File: src/rtl/sector_ecc_pkg.sv
package sector_ecc_pkg;

    typedef enum logic [1:0] {
        ST_IDLE    = 2'd0,
        ST_COLLECT = 2'd1,
        ST_FINISH  = 2'd2
    } ecc_state_t;

    function automatic logic odd8(input logic [7:0] b);
        return ^b;
    endfunction

endpackage

File: src/rtl/sector_ecc_ctrl.sv
module sector_ecc_ctrl
    import sector_ecc_pkg::*;
#(
    parameter int SECTOR_BYTES = 512,
    parameter int IDX_W        = $clog2(SECTOR_BYTES)
) (
    input  logic             clk,
    input  logic             rst_n,
    input  logic             start_i,
    input  logic             valid_i,
    output logic             take_o,
    output logic             clear_o,
    output logic [IDX_W-1:0] idx_o,
    output logic             capture_o,
    output logic             done_o
);

    localparam logic [IDX_W-1:0] LAST_IDX = IDX_W'(SECTOR_BYTES - 1);

    ecc_state_t       state_q, state_d;
    logic [IDX_W-1:0] count_q;
    logic             last_take;

    // State register
    always_ff @(posedge clk or negedge rst_n) begin
        if (!rst_n) state_q <= ST_IDLE;
        else        state_q <= state_d;
    end

    // Byte index register
    always_ff @(posedge clk or negedge rst_n) begin
        if (!rst_n)         count_q <= '0;
        else if (last_take) count_q <= '0;
        else if (take_o)    count_q <= idx_o + IDX_W'(1);
        else if (start_i)   count_q <= '0;
    end

    // Datapath control outputs
    always_comb begin
        clear_o   = start_i;
        take_o    = valid_i && (start_i || state_q == ST_COLLECT);
        idx_o     = start_i ? '0 : count_q;
        last_take = take_o && (idx_o == LAST_IDX);
        capture_o = last_take;
        done_o    = (state_q == ST_FINISH);
    end

    // Next state: completion first, then start, then hold
    always_comb begin
        state_d = state_q;
        unique case (state_q)
            ST_IDLE:    if (start_i) state_d = ST_COLLECT;
            ST_COLLECT: state_d = ST_COLLECT;
            ST_FINISH:  state_d = start_i ? ST_COLLECT : ST_IDLE;
            default:    state_d = ST_IDLE;
        endcase
        if (last_take) state_d = ST_FINISH;
    end

    // done never lasts longer than one cycle
    a_r4_done_single: assert property (@(posedge clk) disable iff (!rst_n)
        done_o |=> !done_o);

    // the index stays at zero while no sector is open
    a_r3_idle_index_zero: assert property (@(posedge clk) disable iff (!rst_n)
        (state_q != ST_COLLECT) |-> (count_q == '0));

    // a start that does not finish a sector leaves a sector open
    a_r2_start_opens: assert property (@(posedge clk) disable iff (!rst_n)
        (start_i && !last_take) |=> (state_q == ST_COLLECT));

endmodule

File: src/rtl/sector_ecc_accum.sv
module sector_ecc_accum
    import sector_ecc_pkg::*;
#(
    parameter int DATA_W = 8,
    parameter int IDX_W  = 9
) (
    input  logic              clk,
    input  logic              rst_n,
    input  logic              clear_i,
    input  logic              take_i,
    input  logic [IDX_W-1:0]  idx_i,
    input  logic [DATA_W-1:0] data_i,
    output logic [DATA_W-1:0] col_nxt_o,
    output logic [IDX_W-1:0]  row_nxt_o
);

    logic [DATA_W-1:0] col_q, col_base;
    logic [IDX_W-1:0]  row_q, row_base;

    always_comb begin
        col_base  = clear_i ? '0 : col_q;
        row_base  = clear_i ? '0 : row_q;
        col_nxt_o = col_base ^ (take_i ? data_i : '0);
        row_nxt_o = row_base ^ ((take_i && odd8(data_i)) ? idx_i : '0);
    end

    always_ff @(posedge clk or negedge rst_n) begin
        if (!rst_n) begin
            col_q <= '0;
            row_q <= '0;
        end else begin
            col_q <= col_nxt_o;
            row_q <= row_nxt_o;
        end
    end

    // a start with no byte leaves both accumulators empty
    a_r2_clear_empties: assert property (@(posedge clk) disable iff (!rst_n)
        (clear_i && !take_i) |=> (col_q == '0 && row_q == '0));

    // with no byte taken and no start the accumulators hold
    a_r3_hold_when_idle: assert property (@(posedge clk) disable iff (!rst_n)
        (!clear_i && !take_i) |=> ($stable(col_q) && $stable(row_q)));

endmodule

File: src/rtl/sector_ecc_pack.sv
module sector_ecc_pack
    import sector_ecc_pkg::*;
#(
    parameter int IDX_W = 9
) (
    input  logic             clk,
    input  logic             rst_n,
    input  logic             capture_i,
    input  logic [7:0]       col_i,
    input  logic [IDX_W-1:0] row_i,
    output logic [7:0]       ecc0_o,
    output logic [7:0]       ecc1_o,
    output logic [7:0]       ecc2_o
);

    localparam int PAIRS = IDX_W - 1;

    logic             col_odd;
    logic [IDX_W-1:0] prime;
    logic [5:0]       colpar;
    logic [2*PAIRS-1:0] weave;
    logic [7:0]       ecc0_d, ecc1_d, ecc2_d;

    always_comb begin
        col_odd = odd8(col_i);
        prime   = row_i ^ {IDX_W{col_odd}};
        colpar  = { odd8(col_i & 8'hF0), odd8(col_i & 8'h0F),
                    odd8(col_i & 8'hCC), odd8(col_i & 8'h33),
                    odd8(col_i & 8'hAA), odd8(col_i & 8'h55) };
    end

    // Row bit above its prime, pair by pair
    for (genvar k = 0; k < PAIRS; k++) begin : g_weave
        assign weave[2*k+1] = row_i[k];
        assign weave[2*k]   = prime[k];
    end

    always_comb begin
        ecc0_d = ~weave[7:0];
        ecc1_d = ~weave[15:8];
        ecc2_d = ~{colpar, row_i[IDX_W-1], prime[IDX_W-1]};
    end

    always_ff @(posedge clk or negedge rst_n) begin
        if (!rst_n) begin
            ecc0_o <= 8'hFF;
            ecc1_o <= 8'hFF;
            ecc2_o <= 8'hFF;
        end else if (capture_i) begin
            ecc0_o <= ecc0_d;
            ecc1_o <= ecc1_d;
            ecc2_o <= ecc2_d;
        end
    end

endmodule

File: src/rtl/sector_ecc_gen.sv
module sector_ecc_gen
    import sector_ecc_pkg::*;
#(
    parameter int SECTOR_BYTES = 512,
    parameter int DATA_W       = 8
) (
    input  logic              clk,
    input  logic              rst_n,
    input  logic              start_i,
    input  logic              valid_i,
    input  logic [DATA_W-1:0] data_i,
    output logic [7:0]        ecc0_o,
    output logic [7:0]        ecc1_o,
    output logic [7:0]        ecc2_o,
    output logic              done_o
);

    localparam int IDX_W = $clog2(SECTOR_BYTES);

    logic              take, clear, capture;
    logic [IDX_W-1:0]  idx;
    logic [DATA_W-1:0] col_nxt;
    logic [IDX_W-1:0]  row_nxt;

    sector_ecc_ctrl #(.SECTOR_BYTES(SECTOR_BYTES), .IDX_W(IDX_W)) u_ctrl (
        .clk(clk), .rst_n(rst_n), .start_i(start_i), .valid_i(valid_i),
        .take_o(take), .clear_o(clear), .idx_o(idx),
        .capture_o(capture), .done_o(done_o)
    );

    sector_ecc_accum #(.DATA_W(DATA_W), .IDX_W(IDX_W)) u_accum (
        .clk(clk), .rst_n(rst_n), .clear_i(clear), .take_i(take),
        .idx_i(idx), .data_i(data_i),
        .col_nxt_o(col_nxt), .row_nxt_o(row_nxt)
    );

    sector_ecc_pack #(.IDX_W(IDX_W)) u_pack (
        .clk(clk), .rst_n(rst_n), .capture_i(capture),
        .col_i(col_nxt), .row_i(row_nxt),
        .ecc0_o(ecc0_o), .ecc1_o(ecc1_o), .ecc2_o(ecc2_o)
    );

    // the code moves only together with the done pulse
    a_r10_code_moves_with_done: assert property (@(posedge clk) disable iff (!rst_n)
        !($stable(ecc0_o) && $stable(ecc1_o) && $stable(ecc2_o)) |-> done_o);

    // done follows a cycle in which a byte was presented
    a_r4_done_after_byte: assert property (@(posedge clk) disable iff (!rst_n)
        done_o |-> $past(valid_i));

endmodule

File: config.mk
export PLATFORM = sky130hd
export DESIGN_NAME = sector_ecc_gen
export DESIGN_NICKNAME = d
export VERILOG_FILES = /design/src/rtl/sector_ecc_pkg.sv /design/src/rtl/sector_ecc_ctrl.sv /design/src/rtl/sector_ecc_accum.sv /design/src/rtl/sector_ecc_pack.sv /design/src/rtl/sector_ecc_gen.sv
export SDC_FILE = /design/constraint.sdc
export NUM_CORES = 1
export LEC_CHECK = 0
export CORE_MARGIN = 1.5
export CORE_UTILIZATION = 35
export CTS_CLUSTER_DIAMETER = 100
export DETAILED_ROUTE_END_ITERATION = 6
export PLACE_DENSITY_LB_ADDON = 0.15
export SLEW_MARGIN = 0
export SYNTH_ARGS = -nofsm -noshare
export SYNTH_HDL_FRONTEND = slang
export SYNTH_SLANG_ARGS = --single-unit
File: constraint.sdc
create_clock -name clk -period 2.91 [get_ports clk]
set_clock_uncertainty 0.1 [all_clocks]
set_input_delay 0.291 -clock clk [delete_from_list [all_inputs] [get_ports clk]]
set_output_delay 0.291 -clock clk [all_outputs]
set_load 0.05 [all_outputs]
-- Word-level counts from Yosys, hierarchy flattened
Index checks and enable logic that the tools add are counted.
- $add $sub $neg: 1
- eq/ne operators: 4
- muxes and demuxes: 11
- bitwise logic cells: 6
- reductions and logical operators: 13
- operator list (kind ; number):
    XOR reduction 8 bit ; 8
    2-to-1 mux 9 bit ; 5
    inverter 8 bit ; 3
    XOR 9 bit ; 2
    2-to-1 mux 8 bit ; 2
    adder 9 x 1 -> 9 bit (second input constant) ; 1
    equality test 9 bit (second input constant) ; 1
    XOR 8 bit ; 1
    case mux 2 bit (3 select lines) ; 1
    2-to-1 mux 2 bit ; 2
    logical AND 1 bit ; 3
    != test 3 bit (second input constant) ; 1
    equality test 2 x 1 -> 1 bit (second input constant) ; 1
    equality test 2 bit (second input constant) ; 1
    logical NOT 2 bit ; 1
    logical OR 1 bit ; 1
    2-to-1 mux 1 bit ; 1
- bits in registers: 52
- input port bits: 12
- output and inout bits: 25
- word-level logic and storage cells: 42

-- Logic depth before layout (Yosys ltp)
Gate-level depths: netlist of run 1.
- depth in word-level cells: 8
- gate-level depth with buffers: 14
- depth with buffers taken out: 11

-- Cells and area by module
From an unflattened synthesis of run 1, not the netlist that was laid out.
- cells, all modules: 245
- area, all modules: 2871.5 um^2
- by module, submodules not included (module ; instances ; cells an instance ; area each (um^2) ; sequential area each (um^2)):
    sector_ecc_pack ; 1 ; 83 ; 1286.2 ; 630.6
    sector_ecc_accum ; 1 ; 87 ; 858.3 ; 425.4
    sector_ecc_ctrl ; 1 ; 75 ; 726.9 ; 275.3

-- Least setup slack after synthesis of run 1
No wires, ideal clock.
- kind: input port to flip-flop
- from: input port start_i
- to: register u_ctrl.count_q[5]
- setup time: 0.087 ns
- arrival: 2.329 ns
- data required time: 2.723 ns
- setup slack: 0.394 ns
- cell stages on the path: 12
- buffers on the path: 4
- cells stage by stage: buf_2 -> buf_2 -> buf_1 -> nor2b_1 -> ha_1 -> nand3_1 -> nor2_1 -> ha_1 -> nand2_1 -> clkbuf_1 -> clkinv_1 -> nor3_1
- longest elaborated chain between the ends: 4
- elaborated cells between the ends (all ways): 8
- classes of those cells: add/sub: 1; eq/ne: 1; mux: 3; reduce/logical: 3
- ends and longest elaborated chain (item ; RTL line ; text):
    from (decl) ; sector_ecc_gen.sv:9 ; input logic start_i,
    2-to-1 mux 9 bit or logical OR 1 bit (tied branches) ; sector_ecc_ctrl.sv:42, sector_ecc_ctrl.sv:41 ;
    adder 9 x 1 -> 9 bit (tied with other cells) ; sector_ecc_ctrl.sv:34 ; else if (take_o) count_q <= idx_o + IDX_W'(1);
    2-to-1 mux 9 bit or logical AND 1 bit (tied branches) ; sector_ecc_ctrl.sv:34, sector_ecc_ctrl.sv:43 ;
    2-to-1 mux 9 bit (*) ; sector_ecc_ctrl.sv:33 ; else if (last_take) count_q <= '0;
    to (signal assigned) ; sector_ecc_ctrl.sv:34 ;
    to (decl) ; sector_ecc_ctrl.sv:21 ; logic [IDX_W-1:0] count_q;
Every way passes the cells marked *; elsewhere a longest branch is shown, timed or not.
A chain may end at the register's enable or synchronous reset.

-- Worst setup path after layout of run 1
- from: input port valid_i
- to: register u_pack.ecc1_o[0]
- longest elaborated chain between the ends: 6
- elaborated cells between the ends (all ways): 10
- classes of those cells: mux: 2; bitwise: 4; reduce/logical: 4
- ends and longest elaborated chain (item ; RTL line ; text):
    from (decl) ; sector_ecc_gen.sv:10 ; input logic valid_i,
    logical AND 1 bit (*) ; sector_ecc_ctrl.sv:41 ; take_o = valid_i && (start_i || state_q == ST_COLLECT);
    2-to-1 mux 8 bit or logical AND 1 bit (tied branches) ; sector_ecc_accum.sv:23, sector_ecc_accum.sv:24 ;
    XOR 8 bit or 2-to-1 mux 9 bit (tied branches) ; sector_ecc_accum.sv:23, sector_ecc_accum.sv:24 ;
    XOR reduction 8 bit or XOR 9 bit (tied branches) ; sector_ecc_pkg.sv:10, sector_ecc_accum.sv:24 ;
    XOR 9 bit ; sector_ecc_pack.sv:26 ; prime = row_i ^ {IDX_W{col_odd}};
    inverter 8 bit ; sector_ecc_pack.sv:40 ; ecc1_d = ~weave[15:8];
    to (signal assigned) ; sector_ecc_pack.sv:47 ; ecc1_o <= 8'hFF;
    to (signal assigned) ; sector_ecc_pack.sv:51 ; ecc1_o <= ecc1_d;
    to (decl) ; sector_ecc_pack.sv:12 ; output logic [7:0] ecc1_o,
Marks and branches as above.

==> results of run 1 <==
-- kinds of logic after synthesis --
| logic type | count (synthesis) |
|---|---|
| fa+ha+maj | 2 |
| buf+inv | 32 |
| simple gates | 113 |
| compound gates | 43 |
| xor+xnor | 35 |
| mux | 11 |
| flops | 52 |
-- final cells by class --
cell class,count,area (µm²)
Clock buffer,6,72.6
Clock inverter,2,38.8
Fill cell,803,4540
Inverter,19,71.3
Multi-Input combinational cell,204,1480
Sequential cell,52,1330
Tap cell,105,131
Timing Repair Buffer,53,510
-- layer usage --
metal  vias up  part of all wire
li1       1046                 -
met1       994              0.50
met2        25              0.46
met3         6             0.023
met4         0             0.010
met5         -                 0
-- stage by stage --
stage | TNS [ps] | worst slack [ps] | power [mW] | instance area (µm²) | hold slack, ps
5_1_grt | 0 | 70.2 | 1.97 | 3640 | 369
2_1_floorplan | 0 | 394 | 1.23 | 2950 | -105
3_3_place_gp | -397 | -51.5 | 1.37 | 3520 | 174
3_5_place_dp | -1180 | -142 | 1.38 | 3520 | 179
6_report | 0 | 241 | 1.87 | 3640 | 356
4_1_cts | 0 | 200 | 1.90 | 3640 | 358
-- sequential cells by signal, indices dropped and copies added (netlist names) --
signal          flops
u_accum.row_q       9
u_ctrl.count_q      9
u_accum.col_q       8
u_pack.ecc0_o       8
u_pack.ecc1_o       8
u_pack.ecc2_o       8
u_ctrl.state_q      2
-- critical path, stage by stage --
cell	delay, ps
sky130_fd_sc_hd__clkdlybuf4s50_1	530
sky130_fd_sc_hd__and3b_1	410
sky130_fd_sc_hd__nand2_1	160
sky130_fd_sc_hd__a31oi_4	250
sky130_fd_sc_hd__xnor2_2	140
sky130_fd_sc_hd__xnor2_4	480
sky130_fd_sc_hd__xor3_1	420
sky130_fd_sc_hd__o21ai_1	130
-- cells in the final DEF, fill, tap and decap left out, types with 3 or more instances in the layout --
master | synthesis | layout
sky130_fd_sc_hd__o31ai_1 | 8 | 8
sky130_fd_sc_hd__nand3_1 | 10 | 10
sky130_fd_sc_hd__buf_4 | 2 | 14
sky130_fd_sc_hd__xnor2_1 | 14 | 14
sky130_fd_sc_hd__xnor2_2 | 3 | 3
sky130_fd_sc_hd__nand2_1 | 51 | 51
sky130_fd_sc_hd__dfstp_2 | 24 | 24
sky130_fd_sc_hd__dfrtp_1 | 28 | 28
sky130_fd_sc_hd__xor3_1 | 9 | 9
sky130_fd_sc_hd__xor2_1 | 7 | 7
sky130_fd_sc_hd__a31oi_1 | 4 | 4
sky130_fd_sc_hd__nor2_1 | 23 | 23
sky130_fd_sc_hd__o21ai_1 | 22 | 22
sky130_fd_sc_hd__clkbuf_8 | 0 | 5
sky130_fd_sc_hd__clkdlybuf4s50_1 | 0 | 35
sky130_fd_sc_hd__mux2_2 | 11 | 11
sky130_fd_sc_hd__nor2b_1 | 19 | 19
sky130_fd_sc_hd__a31oi_4 | 4 | 4
sky130_fd_sc_hd__nor3_1 | 3 | 3
sky130_fd_sc_hd__inv_1 | 17 | 17
-- cells in the mapped netlist (2+ instances only) --
cell type	instances	area, µm²
sky130_fd_sc_hd__ha_1	2	25.0
sky130_fd_sc_hd__o21ai_0	2	10.0
sky130_fd_sc_hd__nand4_1	2	12.5
sky130_fd_sc_hd__o21ai_1	22	110
sky130_fd_sc_hd__nand2b_1	2	12.5
sky130_fd_sc_hd__nor3_1	3	15.0
sky130_fd_sc_hd__mux2_2	11	124
sky130_fd_sc_hd__xnor2_1	14	123
sky130_fd_sc_hd__dfrtp_1	28	701
sky130_fd_sc_hd__nand3_1	10	50.1
sky130_fd_sc_hd__clkbuf_1	6	22.5
sky130_fd_sc_hd__dfstp_2	24	631
sky130_fd_sc_hd__a31oi_1	4	25.0
sky130_fd_sc_hd__xor2_1	7	61.3
sky130_fd_sc_hd__buf_1	2	7.51
sky130_fd_sc_hd__xnor2_2	3	48.8
sky130_fd_sc_hd__xor3_1	9	214
sky130_fd_sc_hd__buf_2	3	15.0
sky130_fd_sc_hd__inv_1	17	63.8
sky130_fd_sc_hd__o31ai_1	8	60.1
sky130_fd_sc_hd__nand2_1	51	191
sky130_fd_sc_hd__nor2_1	23	86.3
sky130_fd_sc_hd__xnor2_4	2	55.1
sky130_fd_sc_hd__buf_4	2	15.0
sky130_fd_sc_hd__a31oi_4	4	85.1
sky130_fd_sc_hd__nor2b_1	19	119
-- power by group through the flow --
stage          clock, mW  combinational (mW)  sequential (mW)
6_report           0.516               0.595            0.760
5_1_grt            0.565               0.644            0.763
4_1_cts            0.537               0.605            0.760
3_5_place_dp           0               0.603            0.773
3_3_place_gp           0               0.595            0.773
2_1_floorplan          0               0.465            0.769
-- repair_timing --
item / 4_1_cts / 5_1_grt
setup buffers: 0 / 0
hold endpoints to repair: 4 / 0
hold buffers: 1 / 0
setup endpoints to repair: 0 / 0
-- path summary, 6_finish.rpt --
kind / from / to / slack, ps / cells past startpoint
worst max register to register: u_ctrl.state_q[0] / u_pack.ecc1_o[0] / 290 / 7
worst min register to register: u_pack.ecc2_o[7] / u_pack.ecc2_o[7] / 360 / 2
min in group clk: u_pack.ecc2_o[7] / u_pack.ecc2_o[7] / 360 / 2
worst max-delay path: valid_i / u_pack.ecc1_o[0] / 240 / 8
worst min-delay path: rst_n / u_accum.row_q[6] / 360 / 2
max in group asynchronous: rst_n / u_pack.ecc2_o[5] / 1650 / 3
==> results, run 1 <==
- In the routed design, unresolved DRC markers number 0.
- The number of global-route vias before repair came to 2050.
- For the pin with the worst max-slew slack, the measured transition is 530 ps.
- The count of cells in the finished layout, fillers not included, comes to 441.
- The iteration count of the initial detailed-routing pass is 4.
- For this run, the leading register cell type out of synthesis is sky130_fd_sc_hd__dfrtp_1.
- The area growth from synthesis to layout is 23.5%.
- 0 antenna diodes ended up in the layout.
- The total core area is 8180 µm².
- The number of primary I/O pins is 37.
- The setup-violating endpoint count in the final report is 0.
- The effective utilization at floorplan is 0.360.
- The global routing stage identified its most utilized layer as met2.
- The worst path in the final design needs a cycle of 2670 ps, including I/O delays and setup.
- The overall overflow remaining after global route is 0.
- The TritonCTS clock tree is done.
- Clock-pin slew was measured on the worst setup and hold paths at 100 ps.
- In this run, synthesis inferred 0 flip-flops with an integrated enable.
- The routing usage on met2 is 0.240.
- The run finished with clean final reports.
- The first global-routing pass estimated 10.6 mm of wire.
- The worst slew margin relative to its limit is 0.647.
- The main combinational cell family by area after synthesis is simple AND/OR/NAND/NOR gates.
- The die is 94.8 µm wide.
- The pin count of the biggest net entering global routing is 47.
- The number of nets in the layout is about 350.
- The period utilization is 0.917.
- The maximum clock frequency is about 370 MHz.
- The path type of the worst setup path is in -> reg.
- For this design the ratio of total power to cell area is 514 nW/µm².
- The path class of the tightest hold or removal check is in -> async.
- The largest fanout of any net on the critical path is 10.
- The routed layout has around 2.1k vias.
- Max-cap violations in this run came to 0.
- The relative contribution of the clock network to total power is 0.276.
- The category of the worst setup path launch point is a primary input.
- The first-iteration detailed-routing DRC count is between 70 and 80.
- From bottom edge to top edge, the die measures about 95 µm.
- The worst-case IR drop observed on VDD is 0.212 mV.
- The floorplan has 33 rows.
- The switching share of total power is 0.285.
- The sequential share of power is 0.406.
- The final-report hold violation count is 0.
- In this run the remaining antenna-violating nets after routing total 0.
- The count of synthesis-stage warnings from yosys is 0.
- Detailed placement finished with a half-perimeter wire length of 4.40 mm.
- In this run, CTS created clock tree buffers numbering 5.
- Of the synthesized area, sequential elements account for 0.452.
- The die covers between 8000 and 9000 µm².
- The cell count after synthesis is 288.
- In this run the clock root is driven by a sky130_fd_sc_hd__clkbuf_8.
- The synthesized-area fraction occupied by ao, oa, aoi and oai cells is 0.106.
- The proportion of layout cells with a drive suffix above 1 is 0.208.
- Of the total synthesized cell area, the portion taken by full adders, half adders and majority gates is 0.00849.
- The clock drives 52 sinks.
- Counting every net in the synthesized netlist gives 302.
- The count of different cell masters after synthesis is 34.
- Once placement completed, the tool counted placed cells totaling 432.
- The analysis attributes to net switching a power of 0.534 mW.
- The count of buffers from port buffering is 36.
- The utilization after layout is 0.445.
- Of the total power, combinational logic draws 0.318.
- Setup repair after global routing left no endpoint under its margin.
- The area of the mapped netlist is 2950 µm².
- The average instance in the mapped netlist occupies 10.2 µm².
- In this run the deepest clock path goes through 2 buffers.
- For this run, global-route usage on met3 was measured as 0.0282.
- Of the total synthesized cell area, the portion taken by AND, OR, NAND and NOR gates is 0.177.
- The analysis attributes to cell leakage a power of 1.59 nW.
- The routability congestion estimate from global placement is 0.766.
- The area share of xor/xnor cells in the synthesized design is 0.170.
- The portion of synthesized area spent on multiplexers is 0.0420.
- The average wire length per cell after detail routing is 14.2 µm.
- Internal power comes to 1.34 mW.
- The depth of the CTS H-tree is 2.
- The total of flip-flops plus latches after synthesis is 52.
- The number of antenna violations at the first check in global routing is 0.
- The worst setup path is captured at a register.
- For this run, global-route usage on met1 was measured as 0.221.
- The overall fraction of global-route tracks in use is 0.155.
- The data arrival time at the worst-slack endpoint is 2820 ps.
- The max-slew violation total from the final report was 0.
- At the later pin of the worst-skew pair, clock insertion delay measures 310 ps.
- In this run, post-CTS repair resized a total of 0 instances.
- The share of flip-flops with an asynchronous set or reset after synthesis is 1.00.
- The required time of the critical path is 3060 ps.
- The per-cell via count in the routed design is 4.70.
- Summed over all layers, the routed wires come to 6.26 mm.
Power figures use the tool's default switching activity.
==> inputs of run 2 (changes only) <==
ABC_CLOCK_PERIOD_IN_PS = 3200   (was default)
clock period = 3.2 ns   (was 2.91 ns; I/O delays follow)
==> results, run 2 (same netlist as run 1, synthesis figures left out) <==
- The power density over the cells was 477 nW/µm² (was 514 nW/µm²).
- The estimated wirelength of the detail-placed design was 4.39 mm (was 4.40 mm).
- The most common cell after layout, fill and taps aside was sky130_fd_sc_hd__nand2_1 (unchanged).
- The launch instance of the worst register-to-register path is u_ctrl.state_q[0] (unchanged).
- The number of buffers created by CTS is 5 (unchanged).
- The standard-cell row count is 33 (unchanged).
- The total via count in the routed design came to 2051 (was 2071).
- The max-slew violation total from the final report is 0 (unchanged).
- The data arrival time at the worst-slack endpoint came to 2850 ps (was 2820 ps).
- Top Registers: u_accum.row_q: 9 flops, u_ctrl.count_q: 9 flops (unchanged).
- The static leakage is 1.56 nW (was 1.59 nW).
- The post-route worst hold slack is 362 ps (was 356 ps).
- The number of DRC violations after detailed routing is 0 (unchanged).
- The number of antenna violations at the first check in global routing is 0 (unchanged).
- The die outline area came to 8980 µm² (unchanged).
- The worst slew margin relative to its limit is 0.656 (was 0.647).
- The final-report hold violation count is 0 (unchanged).
- The relative contribution of the clock network to total power was 0.292 (was 0.276).
- The number of diodes is 0 (unchanged).
- The depth of the CTS H-tree is 2 (unchanged).
- The number of nets in the layout is 342 (was 349).
- The total core area was 8180 µm² (unchanged).
- The clock latency of the later-clocked register in the worst-skew pair was 300 ps (was 310 ps).
- The CTS sink count came to 52 (unchanged).
- The overall routed net length is 6.03 mm (was 6.26 mm).
- The number of cells on the worst reg-to-reg path was 7 (unchanged).
- The category of the worst setup path launch point is a primary input (unchanged).
- The switching share of total power is 0.273 (was 0.285).
- The reg-to-reg endpoint is u_pack.ecc0_o[6] (was u_pack.ecc1_o[0]).
- The overall overflow remaining after global route is 0 (unchanged).
- The proportion of layout cells with a drive suffix above 1 is 0.191 (was 0.208).
- The path type of the worst setup path is in -> reg (unchanged).
- The net switching power is 0.466 mW (was 0.534 mW).
- The slew at the pin closest to its max-slew limit is 514 ps (was 530 ps).
- The area overhead of the layout relative to synthesis is 21.4% (was 23.5%).
- The count of cells resized by post-cts repair is 0 (unchanged).
- Derived from the worst setup path, the maximum achievable clock frequency is 370 MHz.
- The setup-violating endpoint count in the final report is 0 (unchanged).
- RSZ-0062 raised after global routing: no (unchanged).
- The sum of negative setup slack was 0 ps (unchanged).
- The relative contribution of combinational cells to total power is 0.303 (was 0.318).
- The required time of the critical path is 3350 ps (was 3060 ps).
- The largest fanout of any net on the critical path was 10 (unchanged).
- The per-cell via count in the routed design is 4.73 (was 4.70).
- The critical path endpoint category is a register (unchanged).
- The sequential share of power was 0.405 (was 0.406).
- The buffer type at the clock tree root is sky130_fd_sc_hd__clkbuf_8 (unchanged).
- The path with the worst hold slack has its endpoint at u_pack.ecc2_o[7].
- The number of antenna-violating nets in the routed design was 0 (unchanged).
- The number of primary I/O pins came to 37 (unchanged).
- The max-cap violation count came to 0 (unchanged).
- The utilization after layout was 0.438 (was 0.445).
- The CTS clock-pin slew for the worst setup and hold paths is 100 ps (about the same).
- The period utilization is 0.846.
- The floorplan die height is 94.8 µm (unchanged).
- The deepest clock path buffer count came to 2 (unchanged).
- The count of buffers from port buffering is 36 (unchanged).
- The class of the tightest hold or removal check is reg -> reg (was in -> async).
- The number of global-route vias before repair is 2056 (was 2050).
- The TritonCTS clock tree is done (unchanged).
- For the finished layout, the period the worst path requires is ~2700 ps.
- The pin count of the biggest net entering global routing is 35 (was 47).
- The effective utilization at floorplan was 0.360 (unchanged).
- The worst hold path stage count is 2.
- The number of fillers in the final layout is 812 (was 803).
- The average wire length per cell after detail routing is 13.9 µm (was 14.2 µm).
- The x dimension of the die came to 94.8 µm (unchanged).
- The reg-to-reg setup timing slack came to 590 ps (was 290 ps).
- The overall fraction of global-route tracks in use came to 0.150 (was 0.155).
- The highest ir drop seen on vdd is 0.213 mV (was 0.212 mV).
- Commonest cells after routing, fill and taps aside: 51 x sky130_fd_sc_hd__nand2_1, 35 x sky130_fd_sc_hd__clkdlybuf4s50_1, 28 x sky130_fd_sc_hd__dfrtp_1, 24 x sky130_fd_sc_hd__dfstp_2, 23 x sky130_fd_sc_hd__nor2_1 (unchanged).
- The startpoint of the worst hold path is u_pack.ecc2_o[7].
- The first-iteration detailed-routing DRC count is 82 (was 77).
- Run status: finished clean (unchanged).
- The post-CTS repair timing setup buffer count came to 0 (unchanged).
- The cell-internal power is 1.24 mW (was 1.34 mW).
- The wire length of the first global-routing pass is 10.4 mm (was 10.6 mm).
- The routability congestion estimate from global placement is 0.758 (was 0.766).
- The iteration count of the initial detailed-routing pass is 4 (unchanged).
-- run 2: cell types whose count changed in the layout (fill, tap and decap cells not counted), sizes merged --
cell | previous run | this run
buf | 17 | 10
clkbuf | 6 | 7
inv | 19 | 18
-- run 2: power by group through the flow --
stage	registers [mW]	logic [mW]	clock network, mW
after detailed placement	0.703	0.527	0
final	0.691	0.517	0.498
after global placement	0.703	0.516	0
after global routing	0.694	0.565	0.540
after CTS	0.691	0.530	0.519
after floorplan	0.699	0.422	0
-- run 2: worst max path at each step --
| stage | start | end | slack [ps] | depth (start not counted) |
|---|---|---|---|---|
| 3_3_place_gp | valid_i | u_pack.ecc0_o[2] | 170 | 8 |
| 3_5_place_dp | valid_i | u_pack.ecc2_o[0] | 110 | 8 |
| 4_1_cts | valid_i | u_pack.ecc1_o[6] | 450 | 8 |
| 6_report | valid_i | u_pack.ecc0_o[6] | 490 | 8 |
| 5_1_grt | valid_i | u_pack.ecc1_o[6] | 240 | 8 |
| 2_1_floorplan | start_i | u_ctrl.count_q[5] | 650 | 12 |
-- run 2: routing by layer --
layer | wire length (µm) | share of wire | GRT usage | vias up
li1 | - | - | - | 1026
met1 | 3020 | 0.50 | 0.212 | 1001
met2 | 2840 | 0.47 | 0.235 | 19
met3 | 106 | 0.018 | 0.0274 | 5
met4 | 69 | 0.011 | 0.0448 | 0
met5 | 0 | 0 | 0 | -
-- run 2: metrics by stage --
step	instances	setup WS (ps)	cell area, µm²	power, mW
5_1_grt	434	238	3580	1.80
6_report	434	494	3580	1.71
3_5_place_dp	425	113	3440	1.23
3_3_place_gp	425	167	3440	1.22
2_1_floorplan	288	655	2950	1.12
4_1_cts	434	453	3580	1.74
-- run 2: worst max-delay path: stages --
cell and delay [ps]:
sky130_fd_sc_hd__clkdlybuf4s50_1 540, sky130_fd_sc_hd__and3b_1 410, sky130_fd_sc_hd__nand2_1 150, sky130_fd_sc_hd__a31oi_4 260
sky130_fd_sc_hd__xnor2_2 150, sky130_fd_sc_hd__xnor2_4 460, sky130_fd_sc_hd__xor3_1 420, sky130_fd_sc_hd__o21ai_1 130
-- run 2: repair_timing --
action | in CTS | in global routing
endpoints found under the hold margin | 16 | 0
endpoints found under the setup margin | 0 | 0
hold buffers | 1 | 0
-- run 2: final cells by class --
type | instances | area, µm² | area share
clock buffer | 7 | 97.6 | 0.0273
timing repair buffer | 46 | 433 | 0.121
sequential | 52 | 1330 | 0.372
tap | 105 | 131 | 0.0367
inverter | 19 | 71.3 | 0.0199
multi-input combinational | 204 | 1480 | 0.415
clock inverter | 1 | 30.0 | 0.00839
